### src/rtl/flash_status_pkg.sv
// Shared definitions for the flash status generator.
// Assumes an 8-bit read data path; bit positions are fixed by the status word layout.
package flash_status_pkg;

    localparam int DATA_W     = 8;
    localparam int POLL_POS   = 7;
    localparam int TOGGLE_POS = 6;
    localparam int LIMIT_POS  = 5;
    localparam int ERASE_POS  = 3;

    // What the read path presents in the current cycle
    typedef enum logic [1:0] {
        VIEW_ARRAY = 2'd0,
        VIEW_PROG  = 2'd1,
        VIEW_ERASE = 2'd2
    } view_e;

endpackage

### src/rtl/fsg_pulse_timer.sv
// Pulse-count limit timer.
// Counts enabled cycles in groups of CYCLES_PER_PULSE; after PULSE_LIMIT groups the
// expired flag sets and holds until clear. Assumes clear and enable are not both
// needed in one cycle (clear wins).
module fsg_pulse_timer #(
    parameter int CYCLES_PER_PULSE = 16,
    parameter int PULSE_LIMIT      = 1000
) (
    input  logic clk,
    input  logic rst_n,
    input  logic clear,
    input  logic enable,
    output logic expired
);

    localparam int CW = (CYCLES_PER_PULSE > 1) ? $clog2(CYCLES_PER_PULSE) : 1;
    localparam int PW = $clog2(PULSE_LIMIT + 1);
    localparam logic [CW-1:0] CYC_LAST   = CW'(CYCLES_PER_PULSE - 1);
    localparam logic [PW-1:0] PULSE_LAST = PW'(PULSE_LIMIT - 1);

    logic [CW-1:0] cyc_cnt;
    logic [PW-1:0] pulse_cnt;

    // Advance the cycle and pulse counters; latch expiry when the last pulse ends
    always_ff @(posedge clk) begin
        if (!rst_n || clear) begin
            cyc_cnt   <= '0;
            pulse_cnt <= '0;
            expired   <= 1'b0;
        end else if (enable && !expired) begin
            if (cyc_cnt == CYC_LAST) begin
                cyc_cnt   <= '0;
                pulse_cnt <= pulse_cnt + 1'b1;
                if (pulse_cnt == PULSE_LAST) begin
                    expired <= 1'b1;
                end
            end else begin
                cyc_cnt <= cyc_cnt + 1'b1;
            end
        end
    end

    // once expired, only clear removes the flag
    assert_limit_sticky_R5: assert property (@(posedge clk) disable iff (!rst_n)
        (expired && !clear) |=> expired);

    // a disabled timer never newly expires
    assert_no_count_paused_R10: assert property (@(posedge clk) disable iff (!rst_n)
        (!enable && !expired && !clear) |=> !expired);

endmodule

### src/rtl/fsg_toggle.sv
// Toggle bit source: inverts once per qualified read, cleared when an algorithm starts.
// Assumes advance is already qualified with "status word presented".
module fsg_toggle (
    input  logic clk,
    input  logic rst_n,
    input  logic clear,
    input  logic advance,
    output logic tog
);

    // Flip on each qualified read; clear has priority
    always_ff @(posedge clk) begin
        if (!rst_n || clear) begin
            tog <= 1'b0;
        end else if (advance) begin
            tog <= ~tog;
        end
    end

    // each qualified read changes the value seen by the next read
    assert_toggle_flip_R4: assert property (@(posedge clk) disable iff (!rst_n)
        (advance && !clear) |=> (tog != $past(tog)));

    // a new algorithm always begins with toggle at 0
    assert_toggle_clear_R4: assert property (@(posedge clk) disable iff (!rst_n)
        clear |=> !tog);

endmodule

### src/rtl/fsg_status_word.sv
// Read data multiplexer: forms the status word for the selected view, or passes
// array data. Purely combinational; assumes inputs are stable within a cycle.
module fsg_status_word
    import flash_status_pkg::*;
(
    input  view_e             view,
    input  logic              poll_src,
    input  logic              tog,
    input  logic              limit_hit,
    input  logic              window_open,
    input  logic [DATA_W-1:0] array_data,
    output logic [DATA_W-1:0] data_out
);

    // Select array data or assemble the per-operation status bits
    always_comb begin
        data_out = '0;
        unique case (view)
            VIEW_PROG: begin
                data_out[POLL_POS]   = ~poll_src;
                data_out[TOGGLE_POS] = tog;
                data_out[LIMIT_POS]  = limit_hit;
            end
            VIEW_ERASE: begin
                data_out[POLL_POS]   = 1'b0;
                data_out[TOGGLE_POS] = tog;
                data_out[LIMIT_POS]  = limit_hit;
                data_out[ERASE_POS]  = ~window_open;
            end
            default: data_out = array_data;
        endcase
    end

endmodule

### src/rtl/flash_status_gen.sv
// Flash program/erase status generator (top).
// Tracks the active program and erase, runs one pulse-limit timer for each, and
// drives the read data path and ready/busy. Assumes the sequencer pulses start
// for one cycle and raises verify_done only while an algorithm is active.
module flash_status_gen
    import flash_status_pkg::*;
#(
    parameter int CYCLES_PER_PULSE = 16,
    parameter int PULSE_LIMIT      = 1000
) (
    input  logic        clk,
    input  logic        rst_n,
    input  logic        start,
    input  logic        op_erase,
    input  logic        wr_poll_bit,
    input  logic        window_open,
    input  logic        erase_susp,
    input  logic        verify_done,
    input  logic        reset_cmd,
    input  logic        rd_stb,
    input  logic [7:0]  array_data,
    output logic [7:0]  data_out,
    output logic        ready_busy
);

    localparam int N_TMR   = 2;
    localparam int TMR_PRG = 0;
    localparam int TMR_ERS = 1;

    logic             prog_run, erase_run, poll_q;
    logic             accept_prog, accept_erase, timed_out, tog;
    logic [N_TMR-1:0] tmr_clear, tmr_en, tmr_exp;
    view_e            view;

    assign timed_out    = |tmr_exp;
    assign accept_prog  = start && !op_erase && !prog_run && !timed_out
                          && (!erase_run || erase_susp);
    assign accept_erase = start && op_erase && !prog_run && !erase_run && !timed_out;

    // Program state: set on an accepted program, ended by verify or reset command
    always_ff @(posedge clk) begin
        if (!rst_n) begin
            prog_run <= 1'b0;
            poll_q   <= 1'b0;
        end else if (reset_cmd) begin
            prog_run <= 1'b0;
        end else if (accept_prog) begin
            prog_run <= 1'b1;
            poll_q   <= wr_poll_bit;
        end else if (verify_done && prog_run && !timed_out) begin
            prog_run <= 1'b0;
        end
    end

    // Erase state: set on an accepted erase, ended by verify while it runs, or reset
    always_ff @(posedge clk) begin
        if (!rst_n) begin
            erase_run <= 1'b0;
        end else if (reset_cmd) begin
            erase_run <= 1'b0;
        end else if (accept_erase) begin
            erase_run <= 1'b1;
        end else if (verify_done && erase_run && !prog_run && !erase_susp
                     && !window_open && !timed_out) begin
            erase_run <= 1'b0;
        end
    end

    assign tmr_clear[TMR_PRG] = accept_prog || reset_cmd;
    assign tmr_en[TMR_PRG]    = prog_run;
    assign tmr_clear[TMR_ERS] = accept_erase || reset_cmd;
    assign tmr_en[TMR_ERS]    = erase_run && !erase_susp && !window_open && !prog_run;

    // One pulse-limit timer per algorithm so a suspend-time program keeps the erase count
    for (genvar gi = 0; gi < N_TMR; gi++) begin : g_tmr
        fsg_pulse_timer #(
            .CYCLES_PER_PULSE (CYCLES_PER_PULSE),
            .PULSE_LIMIT      (PULSE_LIMIT)
        ) tmr_i (
            .clk     (clk),
            .rst_n   (rst_n),
            .clear   (tmr_clear[gi]),
            .enable  (tmr_en[gi]),
            .expired (tmr_exp[gi])
        );
    end

    // Choose what the read path shows this cycle
    always_comb begin
        if (prog_run) begin
            view = VIEW_PROG;
        end else if (erase_run && (!erase_susp || tmr_exp[TMR_ERS])) begin
            view = VIEW_ERASE;
        end else begin
            view = VIEW_ARRAY;
        end
    end

    fsg_toggle tog_i (
        .clk     (clk),
        .rst_n   (rst_n),
        .clear   (accept_prog || accept_erase),
        .advance (rd_stb && (view != VIEW_ARRAY)),
        .tog     (tog)
    );

    fsg_status_word word_i (
        .view        (view),
        .poll_src    (poll_q),
        .tog         (tog),
        .limit_hit   (timed_out),
        .window_open (window_open),
        .array_data  (array_data),
        .data_out    (data_out)
    );

    assign ready_busy = !(prog_run || (erase_run && !erase_susp));

    // polling bit after a program is accepted is the inverse of the captured bit
    assert_prog_poll_R2: assert property (@(posedge clk) disable iff (!rst_n)
        accept_prog |=> (data_out[7] == !$past(wr_poll_bit)));

    // a running erase polls 0
    assert_erase_poll_R3: assert property (@(posedge clk) disable iff (!rst_n)
        (erase_run && !erase_susp && !prog_run) |-> (data_out[7] == 1'b0));

    // erase-started bit follows the window while an erase runs
    assert_window_bit_R6: assert property (@(posedge clk) disable iff (!rst_n)
        (erase_run && !erase_susp && !prog_run) |-> (data_out[3] == !window_open));

    // an accepted program makes the block busy next cycle
    assert_prog_busy_R7: assert property (@(posedge clk) disable iff (!rst_n)
        accept_prog |=> !ready_busy);

    // a suspended erase is ready and passes array data
    assert_susp_pass_R8: assert property (@(posedge clk) disable iff (!rst_n)
        (erase_run && erase_susp && !prog_run && !tmr_exp[TMR_ERS])
        |-> (ready_busy && data_out == array_data));

    // only verify or reset ends a program; a new start cannot
    assert_start_ignored_R9: assert property (@(posedge clk) disable iff (!rst_n)
        (prog_run && !verify_done && !reset_cmd) |=> prog_run);

    // unused status bits stay 0 whenever busy
    assert_spare_zero_R11: assert property (@(posedge clk) disable iff (!rst_n)
        !ready_busy |-> (data_out[4] == 1'b0 && data_out[2:0] == 3'b000));

endmodule

### config.mk
export PLATFORM = sky130hd
export DESIGN_NAME = flash_status_gen
export DESIGN_NICKNAME = d
export VERILOG_FILES = /design/src/rtl/flash_status_pkg.sv /design/src/rtl/fsg_pulse_timer.sv /design/src/rtl/fsg_toggle.sv /design/src/rtl/fsg_status_word.sv /design/src/rtl/flash_status_gen.sv
export SDC_FILE = /design/constraint.sdc
export NUM_CORES = 1
export LEC_CHECK = 0
export BUFFER_PORTS_ARGS = -buffer_cell sky130_fd_sc_hd__buf_2
export CORE_MARGIN = 1
export CORE_UTILIZATION = 24
export DETAILED_ROUTE_END_ITERATION = 12
export PLACE_DENSITY_LB_ADDON = 0.12
export REMOVE_ABC_BUFFERS = 1
export SYNTH_ARGS = -nofsm -noshare
export SYNTH_HDL_FRONTEND = slang
export SYNTH_SLANG_ARGS = --single-unit
### constraint.sdc
create_clock -name clk -period 3.1 [get_ports clk]
set_input_delay 0.31 -clock clk [delete_from_list [all_inputs] [get_ports clk]]
set_output_delay 0.31 -clock clk [all_outputs]
set_load 0.005 [all_outputs]
-- Word-level counts from Yosys, hierarchy flattened
Index checks and enable logic that the tools add are counted.
- register bits: 34
- output and inout port bits: 9
- logic and storage cells: 89
- bits of input ports: 18
- equality and inequality tests: 6
- reductions and logical operators: 52
- muxes and demuxes: 12
- add/subtract/negate cells: 4
- bitwise operators: 5
- operator list (operator ; count):
    logical AND 1 bit ; 22
    adder 10 x 1 -> 10 bit, second input constant ; 2
    equality test 10 bit, second input constant ; 2
    logical NOT 1 bit ; 10
    logical OR 1 bit ; 9
    adder 4 x 1 -> 4 bit, second input constant ; 2
    equality test 4 bit, second input constant ; 2
    2-to-1 mux 4 bit ; 2
    case mux 3 bit (2 select lines) ; 1
    AND reduction 2 bit ; 3
    AND reduction 3 bit ; 2
    nonzero test 2 bit ; 3
    OR reduction 2 bit ; 3
    2-to-1 mux 1 bit ; 5
    inverter 1 bit ; 5
    2-to-1 mux 2 bit ; 2
    2-to-1 mux 3 bit ; 1
    equality test 2 x 1 -> 1 bit, second input constant ; 1
    equality test 2 bit, second input constant ; 1
    case mux 1 bit (2 select lines) ; 1

-- Logic depth before layout (Yosys ltp)
- depth in word-level cells: 8
- mapped depth: 7
- depth with buffers taken out: 5

-- Cells and area by module
A second synthesis with hierarchy kept.
- cell total of the unflattened synthesis: 211
- area, all modules: 1850.5 um2
- by module, submodules not included (module ; sequential area each (um2) ; area each (um2) ; times used ; cells each):
    fsg_pulse_timer ; 300.3 ; 724.4 ; 2 ; 79
    flash_status_gen ; 60.1 ; 231.5 ; 1 ; 30
    fsg_status_word ; 0.0 ; 128.9 ; 1 ; 20
    fsg_toggle ; 20.0 ; 41.3 ; 1 ; 3

-- Worst setup path before layout
OpenSTA, ideal clock, no wires.
- path kind: reg-to-output
- start: register erase_run
- end: output port data_out[6]
- path buffers: 1
- data required time: 2790 ps
- setup slack: 1390 ps
- arrival: 1400 ps
- stages on the path, launching flop included: 5
- cell sequence: dfxtp_1 > clkbuf_2 > nor2b_1 > a211oi_1 > mux2_2
- longest elaborated chain between the ends: 5
- elaborated cells between the ends (all ways): 6
- those cells by class: 2 x eq/ne; 3 x mux; 1 x reduce/logical
- RTL lines (what ; RTL line ; source):
    from (decl) ; flash_status_gen.sv:30 ; logic prog_run, erase_run, poll_q;
    from (signal assigned) ; flash_status_gen.sv:58 ; erase_run <= 1'b0;
    from (signal assigned) ; flash_status_gen.sv:60 ; erase_run <= 1'b0;
    from (signal assigned) ; flash_status_gen.sv:62 ; erase_run <= 1'b1;
    logical AND 1 bit * ; flash_status_gen.sv:92 ; end else if (erase_run && (!erase_susp || tmr_exp[TMR_ERS])) begin
    2-to-1 mux 2 bit * ; flash_status_gen.sv:92 ;
    2-to-1 mux 2 bit * ; flash_status_gen.sv:90 ; if (prog_run) begin
    equality test 2 bit or equality test 2 x 1 -> 1 bit (tied branches) ; fsg_status_word.sv:18 ; unique case (view)
    case mux 3 bit (2 select lines) * ; fsg_status_word.sv:18 ;
    to (decl) ; flash_status_gen.sv:22 ; output logic [7:0] data_out,
Every way passes the cells marked *; elsewhere a longest branch is shown, timed or not.

-- Worst setup path after layout
- start: register prog_run
- end: output port data_out[6]
- longest elaborated chain between the ends: 3
- elaborated cells between the ends (all ways): 4
- those cells by class: 2 x eq/ne; 2 x mux
- RTL lines (what ; RTL line ; source):
    from (decl) ; flash_status_gen.sv:30 ;
    from (signal assigned) ; flash_status_gen.sv:43 ; prog_run <= 1'b0;
    from (signal assigned) ; flash_status_gen.sv:46 ; prog_run <= 1'b0;
    from (signal assigned) ; flash_status_gen.sv:48 ; prog_run <= 1'b1;
    2-to-1 mux 2 bit * ; flash_status_gen.sv:90 ;
    equality test 2 bit or equality test 2 x 1 -> 1 bit (tied branches) ; fsg_status_word.sv:18 ;
    case mux 3 bit (2 select lines) * ; fsg_status_word.sv:18 ;
Marked as above.

==> results.yml <==
die:
  rows: 30
  dieArea_mm2: 0.00773
  ios: 27
  core_area_mm2: 0.00694
  die_h_um: 87.9
  die_w_um: 87.9
  start_util: 0.255
finish:
  layout-drive-gt1-share: 0.194
  insertedDiodeCount: 0
  fin_nets: 253
  mostFrequentLayoutCell: "dfxtp_1"
  mostFrequentLayoutCells: "34 x dfxtp_1, 26 x buf_2, 25 x nor2_1"
  area_growth_pct: 16.9
global_route:
  grt_max_degree: 16
  grt_pass1_wl_um: 6560
  first_global_vias: 1406
  grt_usage: 0.109
  antenna_found_initial: 0
  overflow: 0
critical_path:
  required_ns: 2.79
  worst_setup_path_start_kind: "flip-flop"
  rrSetupSlack_ns: 1.25
  crit_type: "flip-flop to output port"
  arrival_ns: 1.96
  end_kind: "output port"
  path_max_fanout: 15
timing:
  slew_viol_final: 0
  fmax_mhz: 441
  fin_crit_ns: 2.27
  hold_violations: 0
  skew_ns: 0.00674
  hold_ws_ns: 0.246
  slew-limit-headroom: 0.546
  tightest_slew_ns: 0.677
  timing.final.crit_share: 0.732
  fin_tns_setup_ns: 0
  rsz0062_at_grt: "false"
  setup-violations-final: 0
clock_network:
  cts_setup_buffers: 0
  clk_latency_ns: 0.29
  h-tree-depth: 2
  cts.path.max_buffers: 2
  cts.sinks: 34
  tritoncts: "built"
  cts_made_buffers: 5
  cts.reportedPaths.clkPinSlew_ns: 0.07
  postCtsResizedCells: 0
  cts_root_buffer: "clkbuf_8"
  holdBufCountCts: 0
logic_synthesis:
  async_flop_share: 0
  synth-xor-area-share: 0.0840
  syn-cell-area_mm2: 0.00177
  synth_flop_cell: "dfxtp_1"
  syn_inst: 205
  ys_ff_latch: 34
  synthAdderAreaFrac: 0.0282
  synth_cell_types: 45
  synth_compound_area_frac: 0.0946
  muxShareOfSynthArea: 0.0290
  yosysWarnings: 0
  postSynthAreaPerCell_um2: 8.64
  yosys.area_share.simple: 0.343
  synth-seq-area-share: 0.384
  synth_top_family_by_area: "simple AND/OR/NAND/NOR gates"
  synth-edff-count: 0
worst_hold_path:
  hp-class: "input port to flip-flop"
run_status:
  status: "finished, final reports clean"
placement:
  io_buffer_count: 26
  place_congestion: 0.704
  hpwl_um: 2860
power:
  ir_drop_mv: 0.164
  p_leak_nw: 0.739
  p_per_area_mw_per_mm2: 404
route:
  wl_um: 3900
  dr.pass1.iters: 4
  drc: 0
  drt.antenna.violating_nets: 0
  first_iter_violations: 54
  vias: 1477
  wl_per_cell_um: 11.9
  post_drt_via_cell_ratio: 4.50
job:
  drv_cap: 0
==> area by class of cell <==
| class | count | area, um2 |
|---|---|---|
| Clock buffer | 7 | 86.3 |
| Timing Repair Buffer | 26 | 130 |
| Clock inverter | 1 | 5.00 |
| Multi-Input combinational cell | 158 | 1030 |
| Fill cell | 733 | 4870 |
| Tap cell | 96 | 120 |
| Sequential cell | 34 | 681 |
| Inverter | 6 | 22.5 |
==> flip-flops by register name (all words and copies together), names as in the netlist <==
signal,count
prog_run,1
erase_run,1
g_tmr.tmr_i.expired,2
g_tmr.tmr_i.pulse_cnt,20
g_tmr.tmr_i.cyc_cnt,8
poll_q,1
tog_i.tog,1
==> path summary, 6_finish.rpt <==
path / depth (start not counted) / from / to
worst max-delay path: 3 / prog_run / data_out[6]
worst min-delay path: 2 / reset_cmd / poll_q
worst max register to register: 4 / prog_run / g_tmr[0].tmr_i.pulse_cnt[9]
worst min register to register: 2 / g_tmr[0].tmr_i.pulse_cnt[9] / g_tmr[0].tmr_i.pulse_cnt[9]
==> Yosys cell counts (4+ instances only) <==
master,count,share of area
nand4_1,10,0.035
and2_1,5,0.018
nand2_1,14,0.030
ha_1,4,0.028
nor2_1,25,0.053
nor3_1,4,0.011
dfxtp_1,34,0.38
xnor2_1,8,0.040
nand3_1,12,0.034
o21ai_0,9,0.025
inv_1,6,0.013
mux2i_1,4,0.023
or3_1,6,0.021
xor2_1,9,0.044
a21oi_1,15,0.042
and3_1,4,0.014
==> worst max-delay path, cell delays in order (launching register included) <==
cell      delay [ns]
dfxtp_1         0.49
a211oi_1        0.66
mux2_2          0.40
buf_2           0.12
==> stage by stage <==
stage,power (W),instances,cell area [um2],utilization,setup slack (ns)
final,0.000836,328,2070,0.298,0.832
after CTS,0.000854,328,2070,0.298,0.809
after floorplan,0.000477,198,1730,-,1.46
after detailed placement,0.000507,320,1980,0.285,1.13
after global placement,0.000508,320,1980,0.285,1.14
after global routing,0.000879,328,2070,0.298,0.630
==> metal layers <==
layer,share of wire,global-route usage,up-vias
met1,0.50,0.142,678
met3,0.041,0.0349,3
met2,0.46,0.168,14
li1,-,-,782
met5,0,0,-
met4,0.0044,0.0402,0
==> logic make-up after synthesis <==
family	after synthesis
multiplexers	5
buffers and inverters	13
XOR/XNOR	17
adder cells (fa/ha/maj)	4
AND/OR/NAND/NOR	102
flip-flops	34
AO/OA/AOI/OAI	30
==> where the power goes <==
group	leakage, nW	total [W]	switching (W)	internal (W)
Sequential	0.274	0.000442	0.00000355	0.000438
Clock	0.0482	0.000340	0.000161	0.000179
Combinational	0.417	0.0000539	0.0000293	0.0000246
Total	0.739	0.000836	0.000194	0.000642
Power figures use the tool's default switching activity.
